**config.mk**
```make
export PLATFORM = sky130hd
export DESIGN_NAME = ackc_collector
export DESIGN_NICKNAME = d
export VERILOG_FILES = /design/src/rtl/ackc_pkg.sv /design/src/rtl/ackc_entry.sv /design/src/rtl/ackc_intv_route.sv /design/src/rtl/ackc_collector.sv
export SDC_FILE = /design/constraint.sdc
export NUM_CORES = 1
export LEC_CHECK = 0
export BUFFER_PORTS_ARGS = -buffer_cell sky130_fd_sc_hd__buf_2
export CAP_MARGIN = 20
export CORE_MARGIN = 5
export CORE_UTILIZATION = 53
export DETAILED_ROUTE_END_ITERATION = 10
export HOLD_SLACK_MARGIN = 0.1
export PLACE_DENSITY = 0.87
export SLEW_MARGIN = 10
export SYNTH_ARGS = -nofsm -noshare
export SYNTH_HDL_FRONTEND = slang
export SYNTH_HIERARCHICAL = 1
export SYNTH_SLANG_ARGS = --single-unit
```
**constraint.sdc**
```tcl
create_clock -name clk -period 3.15 [get_ports clk]
set_clock_uncertainty 0.1 [all_clocks]
set_input_delay 0.315 -clock clk [delete_from_list [all_inputs] [get_ports clk]]
set_output_delay 0.315 -clock clk [all_outputs]
set_load 0.01 [all_outputs]
```
**src/rtl/ackc_pkg.sv**
```systemverilog
package ackc_pkg;

    typedef enum logic [1:0] {
        E_IDLE    = 2'd0,
        E_WR_WAIT = 2'd1,
        E_WR_ACKS = 2'd2,
        E_WB_WAIT = 2'd3
    } ent_st_e;

    typedef enum logic [1:0] {
        RSP_EXCL  = 2'd0,
        RSP_UPG   = 2'd1,
        RSP_NACK  = 2'd2,
        RSP_WBACK = 2'd3
    } rsp_kind_e;

endpackage

```
**src/rtl/ackc_entry.sv**
```systemverilog
module ackc_entry
    import ackc_pkg::*;
#(
    parameter int LINE_W = 16,
    parameter int CNT_W  = 4
) (
    input  logic              clk,
    input  logic              rst_n,
    input  logic              alloc_v,
    input  logic              alloc_wb,
    input  logic [LINE_W-1:0] alloc_line,
    input  logic              rsp_v,
    input  rsp_kind_e         rsp_kind,
    input  logic [CNT_W-1:0]  rsp_count,
    input  logic              ack_v,
    input  logic              defer_v,
    input  logic [LINE_W-1:0] intv_line,
    output logic              wr_busy,
    output logic              wb_busy,
    output logic              slot_full,
    output logic [LINE_W-1:0] line_q,
    output logic              done_q,
    output logic              retry_q,
    output logic              wbdone_q,
    output logic              rel_q,
    output logic [LINE_W-1:0] rel_line_q
);

    localparam int SW = CNT_W + 1;

    ent_st_e            st_q, st_d;
    logic signed [SW-1:0] bal_q, bal_d, bal_sum;
    logic [LINE_W-1:0]  line_d;
    logic               slot_q, slot_d;
    logic [LINE_W-1:0]  slot_line_q, slot_line_d;
    logic               grant_in, add_cnt;
    logic               ev_done, ev_retry, ev_wbdone, closing;
    logic               rel_d;
    logic [LINE_W-1:0]  rel_line_d;

    assign grant_in = rsp_v && ((rsp_kind == RSP_EXCL) || (rsp_kind == RSP_UPG));
    assign add_cnt  = grant_in && (st_q == E_WR_WAIT);

    // signed balance: acks subtract, the grant count adds
    always_comb begin
        bal_sum = bal_q - SW'(ack_v);
        if (add_cnt) begin
            bal_sum = bal_sum + SW'(rsp_count);
        end
    end

    // next state
    always_comb begin
        st_d      = st_q;
        bal_d     = bal_q;
        line_d    = line_q;
        ev_done   = 1'b0;
        ev_retry  = 1'b0;
        ev_wbdone = 1'b0;
        unique case (st_q)
            E_IDLE: begin
                if (alloc_v) begin
                    st_d   = alloc_wb ? E_WB_WAIT : E_WR_WAIT;   // T_ALLOC_WB / T_ALLOC_WR
                    bal_d  = '0;
                    line_d = alloc_line;
                end
            end
            E_WR_WAIT: begin
                if (rsp_v && (rsp_kind == RSP_NACK)) begin        // T_NACK
                    ev_retry = 1'b1;
                    st_d     = E_IDLE;
                    bal_d    = '0;
                end else if (grant_in) begin
                    if (bal_sum == '0) begin                      // T_GRANT_CLOSE
                        ev_done = 1'b1;
                        st_d    = E_IDLE;
                        bal_d   = '0;
                    end else begin                                // T_GRANT_OPEN
                        st_d  = E_WR_ACKS;
                        bal_d = bal_sum;
                    end
                end else begin
                    bal_d = bal_sum;
                end
            end
            E_WR_ACKS: begin
                if (bal_sum == '0) begin                          // T_LAST_ACK
                    ev_done = 1'b1;
                    st_d    = E_IDLE;
                    bal_d   = '0;
                end else begin
                    bal_d = bal_sum;
                end
            end
            E_WB_WAIT: begin
                if (rsp_v && (rsp_kind == RSP_WBACK)) begin      // T_WB_ACK
                    ev_wbdone = 1'b1;
                    st_d      = E_IDLE;
                end
            end
            default: st_d = E_IDLE;
        endcase
    end

    // deferred intervention slot
    always_comb begin
        closing     = ev_done || ev_retry;
        slot_d      = slot_q;
        slot_line_d = slot_line_q;
        rel_d       = closing && (slot_q || defer_v);
        rel_line_d  = slot_q ? slot_line_q : intv_line;
        if (closing) begin
            slot_d = 1'b0;
        end else if (defer_v && !slot_q && wr_busy) begin
            slot_d      = 1'b1;
            slot_line_d = intv_line;
        end
    end

    // state register
    always_ff @(posedge clk) begin
        if (!rst_n) begin
            st_q        <= E_IDLE;
            bal_q       <= '0;
            line_q      <= '0;
            slot_q      <= 1'b0;
            slot_line_q <= '0;
        end else begin
            st_q        <= st_d;
            bal_q       <= bal_d;
            line_q      <= line_d;
            slot_q      <= slot_d;
            slot_line_q <= slot_line_d;
        end
    end

    // registered outputs
    always_ff @(posedge clk) begin
        if (!rst_n) begin
            done_q     <= 1'b0;
            retry_q    <= 1'b0;
            wbdone_q   <= 1'b0;
            rel_q      <= 1'b0;
            rel_line_q <= '0;
        end else begin
            done_q     <= ev_done;
            retry_q    <= ev_retry;
            wbdone_q   <= ev_wbdone;
            rel_q      <= rel_d;
            rel_line_q <= rel_d ? rel_line_d : '0;
        end
    end

    assign wr_busy   = (st_q == E_WR_WAIT) || (st_q == E_WR_ACKS);
    assign wb_busy   = (st_q == E_WB_WAIT);
    assign slot_full = slot_q;

endmodule

```
**src/rtl/ackc_intv_route.sv**
```systemverilog
module ackc_intv_route #(
    parameter int N_ENT  = 4,
    parameter int LINE_W = 16
) (
    input  logic                    intv_valid,
    input  logic [LINE_W-1:0]       intv_line,
    input  logic [N_ENT-1:0]        wr_busy,
    input  logic [N_ENT-1:0]        wb_busy,
    input  logic [N_ENT-1:0]        slot_full,
    input  logic [N_ENT*LINE_W-1:0] line_flat,
    output logic [N_ENT-1:0]        defer_vec,
    output logic                    drop,
    output logic                    nack,
    output logic                    fwd
);

    logic [N_ENT-1:0] wb_hit, wr_hit, wr_first;

    for (genvar gi = 0; gi < N_ENT; gi++) begin : g_match
        logic same_line;
        assign same_line  = (line_flat[gi*LINE_W +: LINE_W] == intv_line);
        assign wb_hit[gi] = intv_valid && wb_busy[gi] && same_line;
        assign wr_hit[gi] = intv_valid && wr_busy[gi] && same_line;
    end

    always_comb begin
        wr_first  = wr_hit & (~wr_hit + N_ENT'(1));
        drop      = |wb_hit;
        nack      = !drop && |(wr_first & slot_full);
        defer_vec = drop ? '0 : (wr_first & ~slot_full);
        fwd       = intv_valid && !drop && (wr_hit == '0);
    end

endmodule

```
**src/rtl/ackc_collector.sv**
```systemverilog
module ackc_collector
    import ackc_pkg::*;
#(
    parameter int N_ENT  = 4,
    parameter int LINE_W = 16,
    parameter int CNT_W  = 4,
    localparam int IDW   = (N_ENT > 1) ? $clog2(N_ENT) : 1
) (
    input  logic                    clk,
    input  logic                    rst_n,
    input  logic                    alloc_valid,
    input  logic                    alloc_wb,
    input  logic [IDW-1:0]          alloc_id,
    input  logic [LINE_W-1:0]       alloc_line,
    input  logic                    rsp_valid,
    input  logic [1:0]              rsp_kind,
    input  logic [IDW-1:0]          rsp_id,
    input  logic [CNT_W-1:0]        rsp_count,
    input  logic                    ack_valid,
    input  logic [IDW-1:0]          ack_id,
    input  logic                    intv_valid,
    input  logic [LINE_W-1:0]       intv_line,
    output logic [N_ENT-1:0]        done_o,
    output logic [N_ENT-1:0]        retry_o,
    output logic [N_ENT-1:0]        wb_done_o,
    output logic [N_ENT-1:0]        rel_o,
    output logic [N_ENT*LINE_W-1:0] rel_line_o,
    output logic                    intv_fwd_o,
    output logic [LINE_W-1:0]       intv_fwd_line_o,
    output logic                    intv_drop_o,
    output logic                    intv_nack_o
);

    logic [N_ENT-1:0]        wr_busy, wb_busy, slot_full, defer_vec;
    logic [N_ENT*LINE_W-1:0] line_flat;
    logic                    r_drop, r_nack, r_fwd;
    rsp_kind_e               kind_e;

    assign kind_e = rsp_kind_e'(rsp_kind);

    for (genvar gi = 0; gi < N_ENT; gi++) begin : g_ent
        logic a_v, r_v, k_v;
        assign a_v = alloc_valid && (alloc_id == IDW'(gi));
        assign r_v = rsp_valid   && (rsp_id   == IDW'(gi));
        assign k_v = ack_valid   && (ack_id   == IDW'(gi));

        ackc_entry #(
            .LINE_W (LINE_W),
            .CNT_W  (CNT_W)
        ) u_ent (
            .clk        (clk),
            .rst_n      (rst_n),
            .alloc_v    (a_v),
            .alloc_wb   (alloc_wb),
            .alloc_line (alloc_line),
            .rsp_v      (r_v),
            .rsp_kind   (kind_e),
            .rsp_count  (rsp_count),
            .ack_v      (k_v),
            .defer_v    (defer_vec[gi]),
            .intv_line  (intv_line),
            .wr_busy    (wr_busy[gi]),
            .wb_busy    (wb_busy[gi]),
            .slot_full  (slot_full[gi]),
            .line_q     (line_flat[gi*LINE_W +: LINE_W]),
            .done_q     (done_o[gi]),
            .retry_q    (retry_o[gi]),
            .wbdone_q   (wb_done_o[gi]),
            .rel_q      (rel_o[gi]),
            .rel_line_q (rel_line_o[gi*LINE_W +: LINE_W])
        );
    end

    ackc_intv_route #(
        .N_ENT  (N_ENT),
        .LINE_W (LINE_W)
    ) u_route (
        .intv_valid (intv_valid),
        .intv_line  (intv_line),
        .wr_busy    (wr_busy),
        .wb_busy    (wb_busy),
        .slot_full  (slot_full),
        .line_flat  (line_flat),
        .defer_vec  (defer_vec),
        .drop       (r_drop),
        .nack       (r_nack),
        .fwd        (r_fwd)
    );

    always_ff @(posedge clk) begin
        if (!rst_n) begin
            intv_fwd_o      <= 1'b0;
            intv_fwd_line_o <= '0;
            intv_drop_o     <= 1'b0;
            intv_nack_o     <= 1'b0;
        end else begin
            intv_fwd_o      <= r_fwd;
            intv_fwd_line_o <= r_fwd ? intv_line : '0;
            intv_drop_o     <= r_drop;
            intv_nack_o     <= r_nack;
        end
    end

endmodule

```
==> flow_summary.yaml, run 1 <==
setup_path:
  r2r-start: "g_ent[3].u_ent/bal_q[0]"
  startpoint_type: "flip-flop"
  path_class: "reg -> reg"
  rrSetupSlack_ns: -0.06
  worstRegToRegCells: 15
  end_kind: "flip-flop"
  rr_endpoint: "g_ent[3].u_ent/slot_line_q[6]"
  critical_path_required_ns: 3.50
  crit_start: "g_ent[3].u_ent/bal_q[0]"
  cp_max_fo: 8
  critPathArrivalTime_ns: 3.55
pwr:
  ir_drop_mv: 0.388
  pwr-share-seq_pct: 41.9
  p_per_area_nw_per_um2: 538
  power_frac_clock_pct: 37.5
  switching_share_pct: 29.3
  combPwrFrac_pct: 20.6
  power_leakage_nw: 6.30
  p_int_mw: 5.88
  p_sw_mw: 2.43
hold_path:
  min_to: "g_ent[2].u_ent/slot_line_q[5]"
  hold_path_class: "in -> reg"
  holdPathStages: 3
  hp-start: "rst_n"
logic_synthesis:
  ys_dominant_reg_cell: "dfxtp_1"
  synth_nets: 1490
  synth-edff-count: 0
  synth_cells: 1393
  synthTopCellsByArea: "dfxtp_1 41%, mux2i_1 11%, nand2_1 9.2%"
  synth-seq-area-share_pct: 41.4
  syn_area_um2: 12500
  synth_seq_cells: 259
  synth_warnings: 6
  synth_top_area_share_pct: 41.4
  yosysMostFrequentCell: "nand2_1"
  synth_area_leader_cell: "dfxtp_1"
  ys_types: 69
  synthArstFlopShare_pct: 0
  syn_area_per_cell_um2: 9.00
  netlist_top_cells_count: "308 x nand2_1, 259 x dfxtp_1, 133 x mux2i_1"
detailed_routing:
  firstDrtPassIters: 5
  drc: 0
  first_iter_violations: 1155
  vias_per_cell: 5.69
  routed_wl_um: 36800
  routedWlPerCell_um: 19.0
  ant_nets: 0
  vias: 11100
grt:
  grt_usage_pct: 25.8
  antenna_found_initial: 1
  gr-total-overflow: 0
  grt_max_degree: 67
  grt_pass1_vias: 10800
  grt_first_pass_wirelength_um: 55800
finish:
  area_growth_pct: 23.2
  drive_above_1_share_pct: 24.3
  fillCellCount: 1686
  nNetsFinal: 1703
  utilization_pct: 66.0
floorplanning:
  start_util_pct: 53.6
  boundaryPins: 150
  coreArea_um2: 23400
  rows: 56
  die_y_um: 164
  die-area_um2: 26800
  die_w_um: 164
sta:
  tightest_slew_ns: 0.851
  slew_violations: 0
  max_freq_mhz: 312
  rsz0062_at_grt: "yes"
  post-route-period-util_pct: 102
  finalCriticalPeriod_ns: 3.21
  slew_headroom_pct: 43.2
  hold_viol: 0
  setup_viol: 3
  worst_slack_ns: -0.0550
run_status:
  violations: "setup timing"
  status: "finished with violations"
clock_tree:
  cts_buffer_depth: 3
  clk_pin_slew_ns: 0.06
  cts_htree_levels: 1
  numCtsBuffers: 27
  cts-root-buf: "clkbuf_16"
  clkLatencyLatePin_ns: 0.54
  cts_tree: "built"
  clock_sinks: 259
placed_design:
  place_ws_ns: -0.295
  place_congestion: 0.967
  dp.final_hpwl_um: 25400
  io_buffers: 149
job:
  maxCapViolCount: 0
[critical path, stage by stage (launching register included)]
cell       delay (ns)
dfxtp_1          0.32
inv_1            0.05
ha_1             0.19
ha_1             0.23
xnor2_2          0.18
inv_1            0.10
ha_4             0.25
a21oi_2          0.20
a211oi_2         0.12
buf_4            0.15
a211oi_4         0.24
nor4_4           0.09
nor4_4           0.27
buf_4            0.19
clkbuf_16        0.17
mux2i_1          0.26
[cell type report]
class | count | area, µm² | share of cell area (%)
well taps | 319 | 399 | 2.58
repair buffers | 256 | 1700 | 11.0
clock inverters | 11 | 124 | 0.802
diodes | 1 | 2.50 | 0.0162
clock buffers | 36 | 739 | 4.79
multi-input cells | 1013 | 7110 | 46.0
inverters | 49 | 184 | 1.19
flip-flops and latches | 259 | 5190 | 33.6
[what timing repair did]
| action | in CTS | in global routing |
|---|---|---|
| gates cloned | 0 | 1 |
| endpoints found under the setup margin | 1 | 73 |
| endpoints found under the hold margin | 65 | 0 |
| setup buffers | 0 | 6 |
| pin swaps | 1 | 8 |
| hold buffers | 17 | 0 |
| gates resized for setup | 1 | 38 |
[kinds of logic after synthesis]
kind of cell | count (synthesis) | share of synthesized area [%]
xor gates and xnor gates | 90 | 6.68
adders and majority gates | 46 | 4.83
AOI/OAI and AO/OA | 168 | 9.82
buffers and inverters | 121 | 4.43
muxes | 137 | 11.0
and+or+nand+nor | 572 | 21.9
DFF | 259 | 41.4
[flip-flops by register name, summed over array words and instances, names as in the netlist]
signal                   count
intv_fwd_line_o             16
intv_drop_o                  1
g_ent.u_ent/bal_q           20
g_ent.u_ent/slot_full        4
g_ent.u_ent/wbdone_q         4
g_ent.u_ent/line_q          64
g_ent.u_ent/slot_line_q     64
g_ent.u_ent/st_q             8
g_ent.u_ent/rel_line_q      64
intv_nack_o                  1
g_ent.u_ent/done_q           4
intv_fwd_o                   1
g_ent.u_ent/retry_q          4
g_ent.u_ent/rel_q            4
[layer usage]
metal,GRT usage [%],routed length [µm],vias to the layer above
li1,-,-,5105
met1,32.3,14200,5251
met2,44.0,17600,571
met3,4.52,3470,137
met4,10.8,1580,0
met5,0,0,-
[worst max-delay path by stage]
stage                                           endpoint  slack (ns)  cells after the start
after global placement            g_ent[2].u_ent/st_q[1]       -0.14                     14
after floorplan           g_ent[3].u_ent/slot_line_q[10]      0.0006                     13
after global routing       g_ent[3].u_ent/slot_line_q[6]       -0.14                     14
final                      g_ent[3].u_ent/slot_line_q[6]       -0.06                     15
after detailed placement          g_ent[0].u_ent/st_q[1]       -0.30                     14
after CTS                         g_ent[0].u_ent/st_q[1]        0.01                     14
[power by group through the flow]
stage               Combinational, mW  Clock [mW]  Sequential, mW
finish                           1.71        3.11            3.48
CTS                              1.57        3.15            3.48
floorplan                        1.06           0            3.54
global route                     1.83        3.31            3.49
global placement                 1.47           0            3.54
detailed placement               1.52           0            3.55
[layout by cell type, fill, tap and decap left out, types with 10 or more instances in the layout]
master / instances
nor2b_1: 12
a21oi_1: 74
nand3_1: 18
buf_2: 148
nand4_1: 16
a22oi_1: 14
mux2i_1: 129
nand2b_1: 10
and3_1: 11
nand2_1: 308
dlygate4sd3_1: 17
nor2_1: 115
buf_4: 81
and3_2: 16
xnor2_1: 72
a21boi_0: 20
dfxtp_1: 257
inv_1: 46
clkbuf_16: 28
ha_1: 31
[through the flow]
stage / setup TNS [ns] / instances / area (µm²) / hold WS [ns] / power, mW
final: -0.0962 / 1944 / 15400 / 0.136 / 8.31
after global routing: -0.835 / 1944 / 15400 / 0.141 / 8.64
after CTS: 0 / 1936 / 15200 / 0.112 / 8.20
after detailed placement: -14.94 / 1872 / 14200 / 0.347 / 5.07
after global placement: -7.61 / 1872 / 14200 / 0.341 / 5.01
after floorplan: 0 / 1393 / 12700 / 0.334 / 4.59
No activity file was read; power rests on OpenSTA's default activity.
==> inputs of run 2 (changes only) <==
--- a/config.mk
+++ b/config.mk
@@ -7,11 +7,11 @@
 export LEC_CHECK = 0
 export BUFFER_PORTS_ARGS = -buffer_cell sky130_fd_sc_hd__buf_2
 export CAP_MARGIN = 20
-export CORE_MARGIN = 5
-export CORE_UTILIZATION = 53
+export CORE_ASPECT_RATIO = 0.9
+export CORE_UTILIZATION = 35
 export DETAILED_ROUTE_END_ITERATION = 10
 export HOLD_SLACK_MARGIN = 0.1
-export PLACE_DENSITY = 0.87
+export PLACE_DENSITY = 0.64
 export SLEW_MARGIN = 10
 export SYNTH_ARGS = -nofsm -noshare
 export SYNTH_HDL_FRONTEND = slang
==> run 2 against run 1 <==
Critical path type unchanged. Sequential cell count is the same. The run still ends with setup timing left. Clock power increased by 8.0%. Routed wire length down 1.4%. Count of clock-buffer cells in the layout fell by 4. Global-route usage fell by 6.7 points. Setup slack gained 0.036 ns. Die area increased by 36%. Maximum frequency is 1.1% higher.
==> flow_summary.yaml, run 2 (synthesized netlist as in run 1, its figures left out) <==
run_status:
  status: "finished with violations"
  violations: "setup timing"
pwr:
  ir_drop_mv: 0.355
  power_leakage_nw: 6.48
  power.total_mw: 8.55
  p_per_area_nw_per_um2: 529
sta:
  setup_tns_ns: -0.0984
  finalCriticalPeriod_ns: 3.17
  hold_viol: 0
  rsz0062_at_grt: "yes"
  slew_headroom_pct: 42.2
  max_freq_mhz: 316
  worst_slack_ns: -0.0190
  setup_viol: 8
  slew_violations: 0
  tightest_slew_ns: 0.866
  post-route-period-util_pct: 101
setup_path:
  cp_slowest_cell: "or3_4"
  crit_path_frequent_cell: "inv_2"
  cpPeakStageDelay_ns: 0.41
  r2r-start: "g_ent[0].u_ent/bal_q[0]"
  worstRegToRegCells: 15
  path_cells: "inv_2 > ha_4 > inv_2 > ha_4 > inv_2 > fa_2 > xnor2_2 > or3_4 > buf_6 > nand3b_1 > a32oi_4 > a2111oi_4 > buf_4 > clkbuf_16 > mux2i_1"
  crit_buf_inv: 6
  critical_path_required_ns: 3.48
  rrSetupSlack_ns: -0.02
  critPathArrivalTime_ns: 3.50
  crit_cells: 15
  rr_endpoint: "g_ent[0].u_ent/slot_line_q[8]"
  cp_top_family: "adder cells"
  path_class: "reg -> reg"
  startpoint_type: "flip-flop"
  cp_max_fo: 8
  end_kind: "flip-flop"
detailed_routing:
  first_iter_violations: 672
  routed_wl_um: 36300
  drc: 0
  routedWlPerCell_um: 17.1
  ant_nets: 0
  vias: 10400
  firstDrtPassIters: 7
  vias_per_cell: 4.90
finish:
  nNetsFinal: 1728
  area_growth_pct: 28.9
  final_common_cell: "nand2_1"
  fillCellCount: 3369
  final_cell_mix: "308 x nand2_1, 255 x dfxtp_1, 148 x buf_2, 132 x mux2i_1, 115 x nor2_1"
  reg.largest.list: "g_ent.u_ent/line_q: 64 flops, g_ent.u_ent/rel_line_q: 64 flops, g_ent.u_ent/slot_line_q: 64 flops"
  drive_above_1_share_pct: 26.4
  final_area_um2: 16200
floorplanning:
  rows: 65
  start_util_pct: 35.7
  coreArea_um2: 35100
  die_y_um: 182
  boundaryPins: 150
  die_w_um: 202
  die-area_um2: 36600
clock_tree:
  cts_htree_levels: 1
  clkLatencyLatePin_ns: 0.56
  cts_tree: "built"
  clk_pin_slew_ns: 0.06
  numCtsBuffers: 28
  cts-root-buf: "clkbuf_16"
  clock_sinks: 259
  cts_buffer_depth: 3
placed_design:
  placedInstanceArea_um2: 14500
  io_buffers: 149
  dp.final_hpwl_um: 26300
  place_congestion: 0.848
hold_path:
  min_to: "g_ent[0].u_ent/wbdone_q"
  hp-start: "rsp_kind[1]"
  hold_path_class: "in -> reg"
  holdPathStages: 3
job:
  maxCapViolCount: 0
grt:
  grt_max_degree: 131
  grt_pass1_vias: 10000
  grt_first_pass_wirelength_um: 55700
  grt_usage_pct: 19.1
  antenna_found_initial: 5
  gr-total-overflow: 0
==> run 2: cell types whose count changed in the layout (fill, tap and decap cells not counted), sizes merged <==
cell	change
buf	+17
dlygate4sd3	+5
clkinvlp	+4
clkbuf	-2
clkinv	+2
bufinv	+1
diode	+1
inv	+1
==> run 2: metrics by stage <==
step | cells | setup slack [ns] | hold slack (ns) | util, %
after CTS | 2108 | 0.0125 | 0.108 | 44.6
after global routing | 2121 | -0.0869 | 0.172 | 46.0
after global placement | 2035 | -0.229 | 0.341 | 41.3
after floorplan | 1393 | 0.000615 | 0.334 | -
after detailed placement | 2035 | -0.268 | 0.348 | 41.3
final | 2123 | -0.0190 | 0.137 | 46.0
==> run 2: worst max-delay path by stage <==
stage,startpoint,end,slack [ns]
finish,g_ent[0].u_ent/bal_q[0],g_ent[0].u_ent/slot_line_q[8],-0.02
global route,g_ent[0].u_ent/bal_q[0],g_ent[0].u_ent/slot_line_q[9],-0.09
CTS,g_ent[0].u_ent/bal_q[0],g_ent[0].u_ent/st_q[1],0.01
detailed placement,ack_id[1],g_ent[1].u_ent/st_q[1],-0.27
global placement,ack_valid,g_ent[0].u_ent/st_q[1],-0.23
floorplan,ack_valid,g_ent[3].u_ent/slot_line_q[10],0.0006
==> run 2: routing by layer <==
metal	up-vias	global-route usage, %	routed length, µm
li1	5158	-	-
met1	4916	27.2	17300
met2	276	30.2	16300
met3	59	2.85	1990
met4	4	4.70	767
met5	-	0	22
==> run 2: repair_timing <==
| item | CTS | global route |
|---|---|---|
| endpoints found under the hold margin | 80 | 0 |
| endpoints found under the setup margin | 0 | 91 |
| hold buffers | 22 | 0 |
| resized for setup | 0 | 62 |
| buffers inserted | 0 | 11 |
==> run 2: worst register-to-register path: cells and delay by family (launching register included) <==
family,cells,cell delay [ns]
compound gates,2,0.43
xor+xnor,1,0.16
fa+ha+maj,3,0.71
buf+inv,6,0.61
flops,1,0.34
mux,1,0.12
simple gates,2,0.59
==> run 2: power by group <==
part | internal (mW) | switching [mW]
Combinational | 0.715 | 1.00
Sequential | 3.39 | 0.0891
Clock | 1.95 | 1.41
Total | 6.06 | 2.50
==> run 2: final cells by class <==
type | instances | area, µm² | share of cell area [%]
flip-flops and latches | 259 | 5190 | 32.1
well taps | 469 | 587 | 3.63
inverters | 49 | 184 | 1.14
clock buffers | 32 | 746 | 4.61
diodes | 2 | 5.00 | 0.0310
clock inverters | 19 | 199 | 1.23
multi-input cells | 1013 | 7260 | 44.9
repair buffers | 280 | 1990 | 12.3
==> inputs of run 3 (changes only) <==
--- a/config.mk
+++ b/config.mk
@@ -12,6 +12,8 @@
 export DETAILED_ROUTE_END_ITERATION = 10
 export HOLD_SLACK_MARGIN = 0.1
 export PLACE_DENSITY = 0.64
+export REMOVE_ABC_BUFFERS = 1
+export SKIP_CTS_REPAIR_TIMING = 1
 export SLEW_MARGIN = 10
 export SYNTH_ARGS = -nofsm -noshare
 export SYNTH_HDL_FRONTEND = slang
==> run 3 against run 2 <==
The flow now finishes without violations. Non-clock buffer count up 11. Setup slack gained 0.062 ns. Highest routed layer unchanged. Routed wire length shrank 1.5%. Largest power group unchanged. Critical path depth is 3 lower. Count of clock-buffer cells in the layout increased by 7.
==> flow_summary.yaml, run 3 (synthesized netlist as in run 1, its figures left out) <==
sta:
  post-route-period-util_pct: 98.6
  setup_viol: 0
  tightest_slew_ns: 0.684
  finalCriticalPeriod_ns: 3.11
  slew_violations: 0
  worst_slack_ns: 0.0425
  slew_headroom_pct: 54.4
  max_freq_mhz: 322
  hold_viol: 0
finish:
  utilization_pct: 45.9
  area_growth_pct: 28.6
  final_area_um2: 16100
  drive_above_1_share_pct: 26.3
  final_cell_mix: "308 x nand2_1, 255 x dfxtp_1, 148 x buf_2, 133 x mux2i_1, 111 x nor2_1"
  nNetsFinal: 1740
  reg.largest.list: "g_ent.u_ent/line_q: 64 flops, g_ent.u_ent/rel_line_q: 64 flops, g_ent.u_ent/slot_line_q: 64 flops"
  num_antenna_cells: 0
  seqCellArea_um2: 5190
  multi_input_area_um2: 7130
  fillCellCount: 3339
  final_common_cell: "nand2_1"
placed_design:
  place_congestion: 0.836
  place_ws_ns: -0.463
  dp.final_hpwl_um: 25300
  io_buffers: 149
  placedInstanceArea_um2: 14400
detailed_routing:
  firstDrtPassIters: 5
  first_iter_violations: 662
  drc: 0
  vias: 10500
  routed_wl_um: 35800
  ant_nets: 0
  routedWlPerCell_um: 16.8
  vias_per_cell: 4.91
setup_path:
  startpoint_type: "flip-flop"
  critPathArrivalTime_ns: 3.49
  crit_buf_inv: 2
  path_cells: "inv_2 > ha_4 > ha_4 > xor2_2 > ha_1 > xnor2_2 > or3_4 > or3_4 > a32oi_4 > a2111oi_4 > buf_12 > mux2i_1"
  end_kind: "flip-flop"
  cp_top_family: "simple AND/OR/NAND/NOR gates"
  critical_path_required_ns: 3.54
  cp_max_fo: 16
  path_class: "reg -> reg"
  cp_slowest_cell: "or3_4"
  cpPeakStageDelay_ns: 0.40
clock_tree:
  numCtsBuffers: 29
  cts_tree: "built"
  cts-root-buf: "clkbuf_16"
  clk_pin_slew_ns: 0.06
  cts_buffer_depth: 3
  cts_htree_levels: 1
  clkLatencyLatePin_ns: 0.57
  clock_sinks: 259
grt:
  grt_first_pass_wirelength_um: 53900
  grt_pass1_vias: 9790
  grt_max_degree: 73
  gr-total-overflow: 0
  grt_usage_pct: 18.5
  antenna_found_initial: 1
floorplanning:
  boundaryPins: 150
  coreArea_um2: 35100
  die_y_um: 182
  die_w_um: 202
  rows: 65
  die-area_um2: 36600
  start_util_pct: 35.7
pwr:
  p_per_area_nw_per_um2: 534
  power_leakage_nw: 6.55
  ir_drop_mv: 0.409
hold_path:
  hold_path_class: "in -> reg"
job:
  maxCapViolCount: 0
run_status:
  status: "complete, no violations"
==> run 3: where the power goes <==
group / total (mW) / switching [mW] / internal [mW] / leakage, nW
Combinational: 1.72 / 0.991 / 0.724 / 3.97
Clock: 3.43 / 1.42 / 2.00 / 0.480
Sequential: 3.48 / 0.0863 / 3.39 / 2.10
==> run 3: area by class of cell <==
class / instances / share of cell area (%)
multi-input combinational: 1013 / 44.2
sequential: 259 / 32.2
timing repair buffer: 291 / 12.8
clock buffer: 39 / 5.11
tap: 469 / 3.64
inverter: 49 / 1.14
clock inverter: 14 / 0.916
==> run 3: final timing paths <==
| kind | cells after the start | slack [ns] | to | start |
|---|---|---|---|---|
| setup / recovery | 12 | 0.04 | g_ent[0].u_ent/slot_line_q[0] | g_ent[0].u_ent/bal_q[0] |
| hold / removal | 3 | 0.09 | g_ent[3].u_ent/wbdone_q | rsp_kind[0] |
| hold reg to reg | 2 | 0.36 | g_ent[1].u_ent/slot_line_q[11] | g_ent[1].u_ent/slot_line_q[11] |
| setup reg to reg | 12 | 0.04 | g_ent[0].u_ent/slot_line_q[0] | g_ent[0].u_ent/bal_q[0] |
==> run 3: stage by stage <==
| step | power (mW) | setup TNS (ns) | instances | hold WS [ns] |
|---|---|---|---|---|
| after floorplan | 4.50 | -25.95 | 1321 | 0.334 |
| after global placement | 5.06 | -22.23 | 2040 | 0.341 |
| after detailed placement | 5.09 | -30.12 | 2040 | 0.349 |
| after CTS | 8.54 | -0.889 | 2093 | -0.0882 |
| after global routing | 9.02 | -0.855 | 2134 | 0.101 |
| final | 8.62 | 0 | 2134 | 0.0875 |
==> run 3: worst min-delay path, stage by stage <==
cell and delay (ns):
buf_2 0.19, nand3_1 0.13, nor2_1 0.07
==> run 3: layer usage <==
| layer | up-vias | track usage, % | routed length [µm] |
|---|---|---|---|
| li1 | 5183 | - | - |
| met1 | 5012 | 24.6 | 16400 |
| met2 | 231 | 31.5 | 17000 |
| met3 | 41 | 2.66 | 1700 |
| met4 | 2 | 4.42 | 618 |
| met5 | - | 0 | 13 |
